$ cat config.mk
export PLATFORM = sky130hd
export DESIGN_NAME = sysctl_regs
export DESIGN_NICKNAME = d
export VERILOG_FILES = /design/src/rtl/sysctl_pkg.sv /design/src/rtl/sysctl_decode.sv /design/src/rtl/sysctl_flags.sv /design/src/rtl/sysctl_lockrst.sv /design/src/rtl/sysctl_tick.sv /design/src/rtl/sysctl_regs.sv
export SDC_FILE = /design/constraint.sdc
export NUM_CORES = 1
export LEC_CHECK = 0
export ABC_AREA = 1
export BUFFER_PORTS_ARGS = -buffer_cell sky130_fd_sc_hd__buf_2
export CAP_MARGIN = 10
export CORE_UTILIZATION = 55
export DETAILED_ROUTE_END_ITERATION = 10
export PLACE_DENSITY_LB_ADDON = 0.1
export SYNTH_ARGS = -nofsm -noshare
export SYNTH_HDL_FRONTEND = slang
export SYNTH_SLANG_ARGS = --single-unit
$ cat constraint.sdc
create_clock -name clk -period 1.85 [get_ports clk]
set_input_delay 0.2775 -clock clk [delete_from_list [all_inputs] [get_ports clk]]
set_output_delay 0.2775 -clock clk [all_outputs]
set_load 0.01 [all_outputs]
$ cat src/rtl/sysctl_pkg.sv
// Package: shared register offsets, the lock key, the register-select type
// and the helper that maps a board code to its reset trigger bit.
// Assumes byte addresses with word-aligned registers.
package sysctl_pkg;

    localparam int DW = 32;

    localparam int OFF_ID    = 8'h00;
    localparam int OFF_LED   = 8'h08;
    localparam int OFF_LOCK  = 8'h20;
    localparam int OFF_VSET  = 8'h30;
    localparam int OFF_VCLR  = 8'h34;
    localparam int OFF_NSET  = 8'h38;
    localparam int OFF_NCLR  = 8'h3C;
    localparam int OFF_RCTL  = 8'h40;
    localparam int OFF_ONE   = 8'h44;
    localparam int OFF_CNT   = 8'h5C;
    localparam int OFF_PROC  = 8'h88;

    localparam logic [15:0] LOCK_KEY = 16'hA05F;
    localparam logic [31:0] PROC_VAL = 32'hFF00_0000;

    typedef enum logic [3:0] {
        SEL_ID, SEL_LED, SEL_LOCK, SEL_VSET, SEL_VCLR, SEL_NSET,
        SEL_NCLR, SEL_RCTL, SEL_ONE, SEL_CNT, SEL_PROC, SEL_NONE
    } reg_sel_e;

    // Trigger bit of the reset-control register for a board code; -1 = none.
    function automatic int rst_trig_bit(input logic [11:0] code);
        case (code)
            12'h100:         return 8;
            12'h178, 12'h182: return 2;
            default:         return -1;
        endcase
    endfunction

endpackage

$ cat src/rtl/sysctl_decode.sv
// Address decoder: turns a byte address into a register select.
// Misaligned or unknown addresses map to SEL_NONE. Assumes ADDR_W >= 8.
module sysctl_decode
    import sysctl_pkg::*;
#(
    parameter int ADDR_W = 8
) (
    input  logic [ADDR_W-1:0] addr,
    output reg_sel_e          sel
);

    // Full-width compare against each mapped offset.
    always_comb begin
        case (addr)
            ADDR_W'(OFF_ID):   sel = SEL_ID;
            ADDR_W'(OFF_LED):  sel = SEL_LED;
            ADDR_W'(OFF_LOCK): sel = SEL_LOCK;
            ADDR_W'(OFF_VSET): sel = SEL_VSET;
            ADDR_W'(OFF_VCLR): sel = SEL_VCLR;
            ADDR_W'(OFF_NSET): sel = SEL_NSET;
            ADDR_W'(OFF_NCLR): sel = SEL_NCLR;
            ADDR_W'(OFF_RCTL): sel = SEL_RCTL;
            ADDR_W'(OFF_ONE):  sel = SEL_ONE;
            ADDR_W'(OFF_CNT):  sel = SEL_CNT;
            ADDR_W'(OFF_PROC): sel = SEL_PROC;
            default:           sel = SEL_NONE;
        endcase
    end

endmodule

$ cat src/rtl/sysctl_flags.sv
// Set/clear flag word. RETAIN=1 makes the flags ignore reset.
// Assumes set and clear never arrive in the same cycle (one access per cycle).
module sysctl_flags #(
    parameter int W      = 32,
    parameter bit RETAIN = 1'b0
) (
    input  logic         clk,
    input  logic         rst_n,
    input  logic         set_en,
    input  logic         clr_en,
    input  logic [W-1:0] data,
    output logic [W-1:0] flags
);

    logic [W-1:0] flags_q;

    if (RETAIN) begin : g_retained
        // Update the retained flags; reset leaves them untouched.
        always_ff @(posedge clk) begin
            if (set_en)      flags_q <= flags_q | data;
            else if (clr_en) flags_q <= flags_q & ~data;
        end
    end else begin : g_volatile
        // Update the volatile flags; reset clears them.
        always_ff @(posedge clk) begin
            if (!rst_n)      flags_q <= '0;
            else if (set_en) flags_q <= flags_q | data;
            else if (clr_en) flags_q <= flags_q & ~data;
        end
    end

    assign flags = flags_q;

endmodule

$ cat src/rtl/sysctl_lockrst.sv
// Lock register and the lock-protected reset control. BOARD_CODE selects
// the trigger bit, or removes the reset control altogether.
module sysctl_lockrst
    import sysctl_pkg::*;
#(
    parameter logic [11:0] BOARD_CODE = 12'h100
) (
    input  logic          clk,
    input  logic          rst_n,
    input  logic          lock_we,
    input  logic          rctl_we,
    input  logic [DW-1:0] wdata,
    output logic [15:0]   lock_val,
    output logic [DW-1:0] rctl_val,
    output logic          req
);

    localparam int  TRIG_BIT = rst_trig_bit(BOARD_CODE);
    localparam bit  HAS_RCTL = (TRIG_BIT >= 0);
    localparam int  TB       = HAS_RCTL ? TRIG_BIT : 0;

    logic [15:0] lock_q;
    logic        open_w;

    // Lock: only the exact key keeps bit 15; anything else clears it.
    always_ff @(posedge clk) begin
        if (!rst_n)
            lock_q <= '0;
        else if (lock_we)
            lock_q <= (wdata == {16'h0000, LOCK_KEY}) ? LOCK_KEY : {1'b0, wdata[14:0]};
    end

    assign open_w   = (lock_q == LOCK_KEY);
    assign lock_val = lock_q;

    if (HAS_RCTL) begin : g_rctl
        logic [DW-1:0] level_q;
        logic          req_q;
        // Reset level store and request pulse, gated by the open lock.
        always_ff @(posedge clk) begin
            if (!rst_n) begin
                level_q <= '0;
                req_q   <= 1'b0;
            end else begin
                if (rctl_we && open_w) level_q <= wdata;
                req_q <= rctl_we && open_w && wdata[TB];
            end
        end
        assign rctl_val = level_q;
        assign req      = req_q;
    end else begin : g_no_rctl
        assign rctl_val = '0;
        assign req      = 1'b0;
    end

endmodule

$ cat src/rtl/sysctl_tick.sv
// Fractional-rate counter: adds INC to an accumulator modulo MOD on each
// clock, and advances the count each time the accumulator wraps.
// Assumes 0 < INC < MOD.
module sysctl_tick #(
    parameter int INC   = 6,
    parameter int MOD   = 25,
    parameter int CNT_W = 32
) (
    input  logic             clk,
    input  logic             rst_n,
    output logic [CNT_W-1:0] count
);

    localparam int AW = $clog2(MOD + INC) + 1;

    logic [AW-1:0]    acc_q;
    logic [AW-1:0]    acc_sum;
    logic [CNT_W-1:0] cnt_q;

    assign acc_sum = acc_q + AW'(INC);

    // Accumulate the phase and count the wraps.
    always_ff @(posedge clk) begin
        if (!rst_n) begin
            acc_q <= '0;
            cnt_q <= '0;
        end else if (acc_sum >= AW'(MOD)) begin
            acc_q <= acc_sum - AW'(MOD);
            cnt_q <= cnt_q + 1'b1;
        end else begin
            acc_q <= acc_sum;
        end
    end

    assign count = cnt_q;

endmodule

$ cat src/rtl/sysctl_regs.sv
// Top level of the system control register bank. Decodes single-cycle bus
// accesses, holds the LED word, and muxes read data from the sub-blocks.
// Assumes CNT_W <= 32 and ADDR_W >= 8.
module sysctl_regs
    import sysctl_pkg::*;
#(
    parameter int          ADDR_W   = 8,
    parameter logic [31:0] ID_WORD  = 32'h0100_0000,
    parameter int          TICK_INC = 6,
    parameter int          TICK_MOD = 25,
    parameter int          CNT_W    = 32
) (
    input  logic              clk,
    input  logic              rst_n,
    input  logic              bus_sel,
    input  logic              bus_wr,
    input  logic [ADDR_W-1:0] bus_addr,
    input  logic [31:0]       bus_wdata,
    output logic [31:0]       bus_rdata,
    output logic              reset_req,
    output logic              bad_access
);

    localparam logic [11:0] BOARD_CODE = ID_WORD[27:16];

    reg_sel_e         sel;
    logic             wr_en;
    logic             rd_en;
    logic [DW-1:0]    led_q;
    logic             bad_q;
    logic [15:0]      lock_val;
    logic [DW-1:0]    rctl_val;
    logic [DW-1:0]    vflags;
    logic [DW-1:0]    nflags;
    logic [CNT_W-1:0] cnt_val;

    assign wr_en = bus_sel && bus_wr;
    assign rd_en = bus_sel && !bus_wr;

    sysctl_decode #(.ADDR_W(ADDR_W)) dec_i (
        .addr (bus_addr),
        .sel  (sel)
    );

    sysctl_lockrst #(.BOARD_CODE(BOARD_CODE)) lk_i (
        .clk      (clk),
        .rst_n    (rst_n),
        .lock_we  (wr_en && sel == SEL_LOCK),
        .rctl_we  (wr_en && sel == SEL_RCTL),
        .wdata    (bus_wdata),
        .lock_val (lock_val),
        .rctl_val (rctl_val),
        .req      (reset_req)
    );

    sysctl_flags #(.W(DW), .RETAIN(1'b0)) vfl_i (
        .clk    (clk),
        .rst_n  (rst_n),
        .set_en (wr_en && sel == SEL_VSET),
        .clr_en (wr_en && sel == SEL_VCLR),
        .data   (bus_wdata),
        .flags  (vflags)
    );

    sysctl_flags #(.W(DW), .RETAIN(1'b1)) nfl_i (
        .clk    (clk),
        .rst_n  (rst_n),
        .set_en (wr_en && sel == SEL_NSET),
        .clr_en (wr_en && sel == SEL_NCLR),
        .data   (bus_wdata),
        .flags  (nflags)
    );

    sysctl_tick #(.INC(TICK_INC), .MOD(TICK_MOD), .CNT_W(CNT_W)) tk_i (
        .clk   (clk),
        .rst_n (rst_n),
        .count (cnt_val)
    );

    // LED word and the bad-access strobe.
    always_ff @(posedge clk) begin
        if (!rst_n) begin
            led_q <= '0;
            bad_q <= 1'b0;
        end else begin
            if (wr_en && sel == SEL_LED) led_q <= bus_wdata;
            bad_q <= bus_sel && (sel == SEL_NONE);
        end
    end

    assign bad_access = bad_q;

    // Read data multiplexer; zero outside read accesses.
    always_comb begin
        bus_rdata = '0;
        if (rd_en) begin
            case (sel)
                SEL_ID:   bus_rdata = ID_WORD;
                SEL_LED:  bus_rdata = led_q;
                SEL_LOCK: bus_rdata = {16'h0000, lock_val};
                SEL_VSET: bus_rdata = vflags;
                SEL_NSET: bus_rdata = nflags;
                SEL_RCTL: bus_rdata = rctl_val;
                SEL_ONE:  bus_rdata = 32'd1;
                SEL_CNT:  bus_rdata = 32'(cnt_val);
                SEL_PROC: bus_rdata = PROC_VAL;
                default:  bus_rdata = '0;
            endcase
        end
    end

endmodule

==> Implementation_results.wiki <==
{| class="wikitable"
! Metric !! Value
|-
| Run status || complete, but fails checks
|-
| Violated checks || negative setup slack
|-
| Number of max-capacitance violations reported || 0
|-
| Area growth, synth to finish || 27.7%
|-
| Synthesized flop and latch total || between 150 and 200
|-
| Port-buffer cells || 77
|-
| Clk sinks || 184
|-
| Maximum number of pins on one net before global-route repair || between 80 and 90
|-
| Effective utilization at floorplan || 0.560
|-
| Mean instance size in the synthesized netlist || between 6 and 7 µm²
|-
| Synth top area share || 0.315
|-
| Final Critical Period || around 2 ns
|-
| Met3 global-route usage || 0.0717
|-
| Number of ports placed on the die boundary || 78
|-
| TritonCTS clock tree || yes
|-
| Data arrival, critical path || about 1.7 ns
|-
| Met1 Use GR || 0.452
|-
| Synth top area cells || dfxtp_1 32%, nand2_1 15%, edfxtp_1 10%
|-
| Number of antenna violations at the first check in global routing || 0
|-
| Final setup slack of the worst path || -0.156 ns
|-
| Path type of the worst min-delay path || in -> reg
|-
| DP Wirelength || 20800 µm
|-
| Area after detailed placement || 10900 µm²
|-
| Post-route cell area || between 10000 and 15000 µm²
|-
| Max-Slew Margin vs Limit || 0.703
|-
| Core area || between 15000 and 20000 µm²
|-
| Endpoints failing hold || 0
|-
| PwrDens || 810 nW/µm²
|-
| Number of global-route vias before repair || 9441
|-
| Number of standard cells after synthesis || 1443
|-
| Maximum buffer depth of the clock tree || 2
|-
| Share of the clock period used by the worst path || 1.08
|-
| Total Routed Length || 31200 µm
|-
| Die Area || approximately 18000 µm²
|-
| Post-synth net total || 1493
|-
| Chip width || between 100 and 150 µm
|-
| Worst vdd rail ir drop || about 1.2 mV
|-
| Portion of netlist area occupied by mux cells || 0
|-
| Fraction of final layout cells with drive strength greater than 1 || 0.213
|-
| Rows || 48
|-
| Net count reported at finish || approximately 1600
|-
| Clock tree root buffer cell || clkbuf_16
|-
| GR met2 Demand/Resource || 0.569
|-
| Layer with the highest usage || met2
|-
| Clock Skew || approximately 0.014 ns
|-
| Number of buffers inserted during clock tree synthesis || 17
|-
| Maximum fanout count along the critical path || 7
|-
| Number of warnings issued by yosys || 0
|-
| Count of H-tree levels built during CTS || 4
|-
| Startpoint-to-endpoint class of the critical path || in -> out
|-
| Compound-gate portion of the synthesized area || 0.135
|-
| Leakage power || 4.91 nW
|-
| Number of optimization iterations in the first detailed-route pass || 6
|-
| Fraction of the yosys area taken by sequential cells || 0.415
|-
| Number of routed nets with antenna violations || 0
|-
| Critical path required time || between 1.5 and 2 ns
|-
| Number of distinct library cells after synthesis || 33
|-
| Master of the slowest instance on the critical path || nor2_4
|-
| Combined area of all synthesized cells || 9650 µm²
|-
| Final setup violating endpoints || 30
|-
| Longest individual stage delay on the worst path || 0.23 ns
|-
| Average wire per standard cell || ~17 µm
|-
| Setup repair after global routing missed its margin || yes
|-
| Global-route total usage across every layer || 0.349
|-
| Post-route core utilization || 0.715
|-
| DRC violations left || 0
|-
| Largest family of logic cells by synthesized area || simple AND/OR/NAND/NOR gates
|-
| Clock latency on the worst-skew pair || ~0.45 ns
|-
| Antenna cells || 0
|-
| Number of vias per cell || 5.49
|-
| Weighted congestion at the end of routability-driven global placement || approximately 0.98
|-
| Wire length of the first global-routing pass || 48500 µm
|-
| Number of DRC violations after detailed-routing iteration 0 || roughly 970
|-
| Final TNS setup || -2.70 ns
|-
| Worst Max-Slew Pin Slew || roughly 0.44 ns
|-
| Simple-gate area share of the yosys netlist || 0.320
|-
| Final-report max-slew violation count || 0
|-
| Clock transition at the registers of the reported paths || 0.08 ns
|-
| XOR/XNOR Fraction of Synth Area || 0.0180
|-
| Sum of overflow across all layers after global routing || 0
|-
| Post-synthesis adder-cell area fraction || 0.00778
|-
| Total via count after detailed routing || around 10000
|-
| DIE HEIGHT || approximately 130 µm
|-
| Cell breakdown of the critical path || buf_8, nor2_4, nand2_4, nor2_4, nand2_4, buf_12, buf_12, o21ai_2, nor2_1, a21oi_1, buf_2
|-
| Achievable clock frequency || 499 MHz
|-
| Type of element capturing the critical path || output port
|-
| Post-synthesis cell type with the largest combined area || dfxtp_1
|-
| Kind of launch point of the worst setup path || input pin
|}
==> layout make-up <==
type / count / area [µm²]
sequential: 184 / 4000
multi-input combinational: 1029 / 5120
tap: 225 / 282
fill: 1461 / 4910
clock inverter: 14 / 156
clock buffer: 18 / 429
timing repair buffer: 195 / 1720
inverter: 161 / 614
==> cells in the mapped netlist (all sizes together) <==
| master | number |
|---|---|
| nand2 | 387 |
| nor2 | 244 |
| inv | 160 |
| dfxtp | 152 |
| a21oi | 129 |
| o21ai | 97 |
| nand3 | 93 |
| buf | 46 |
| edfxtp | 32 |
| clkbuf | 23 |
| nand4 | 18 |
| o22ai | 14 |
| xor2 | 11 |
| nor3 | 10 |
| o211ai | 9 |
| xnor2 | 8 |
| ha | 6 |
| a31oi | 1 |
| clkinv | 1 |
| nand3b | 1 |
| o21a | 1 |
==> kinds of logic (layout without fill, tap and decap cells) <==
family,after synthesis,in the layout
adder cells (fa/ha/maj),6,6
buffers and inverters,230,388
AND/OR/NAND/NOR,753,753
flip-flops,184,184
XOR/XNOR,19,19
AO/OA/AOI/OAI,251,251
==> metal layers <==
| layer | share of wire | wire (µm) |
|---|---|---|
| met5 | 0 | 0 |
| met4 | 0.025 | 790 |
| met3 | 0.083 | 2600 |
| met2 | 0.48 | 14800 |
| met1 | 0.42 | 13000 |
==> placed cells by master, fill, tap and decap left out, drive strengths merged <==
master    instances
clkinv            4
clkbuf           21
clkinvlp          1
edfxtp           32
ha                6
o21ai            97
a21oi           129
buf             192
inv             169
nor2            244
nand3            93
dfxtp           152
o22ai            14
xnor2             8
o211ai            9
nand2           387
xor2             11
a31oi             1
nand3b            1
bufinv            1
nand4            18
nor3             10
o21a              1
==> worst max-delay path: cells and delay by family <==
family	cells	cell delay [ns]
compound gates	2	0.25
simple gates	5	0.63
buf+inv	4	0.55
==> stage by stage <==
| stage | setup WS (ns) | cells | hold WS (ns) | power [mW] |
|---|---|---|---|---|
| 3_5_place_dp | -0.243 | 1767 | 0.440 | 5.93 |
| 3_3_place_gp | -0.227 | 1767 | 0.433 | 5.90 |
| 4_1_cts | -0.107 | 1818 | 0.0970 | 9.58 |
| 2_1_floorplan | 0.0238 | 1443 | 0.412 | 5.38 |
| 5_1_grt | -0.221 | 1826 | 0.113 | 10.3 |
| 6_report | -0.156 | 1826 | 0.101 | 9.98 |
==> what timing repair did <==
item | 4_1_cts | 5_1_grt
hold buffers | 0 | 0
setup endpoints to repair | 32 | 67
setup buffers | 19 | 6
pin swaps | 23 | 23
gates resized for setup | 82 | 97
cloned | 0 | 2
==> worst paths after layout <==
path	from	end	slack [ns]	cells after the start
worst max-delay path	bus_addr[0]	bus_rdata[22]	-0.16	11
worst min-delay path	bus_wdata[16]	lk_i.rctl_val[16]	0.10	3
worst max register to register	tk_i.acc_q[2]	tk_i.count[0]	0.12	9
worst min register to register	led_q[31]	led_q[31]	0.45	2
==> report_power, final <==
part	switching, mW	internal [mW]	total [mW]
Clock	1.77	1.92	3.69
Combinational	1.30	0.797	2.10
Sequential	0.0611	4.14	4.20
(Power assumes the default switching activity.)
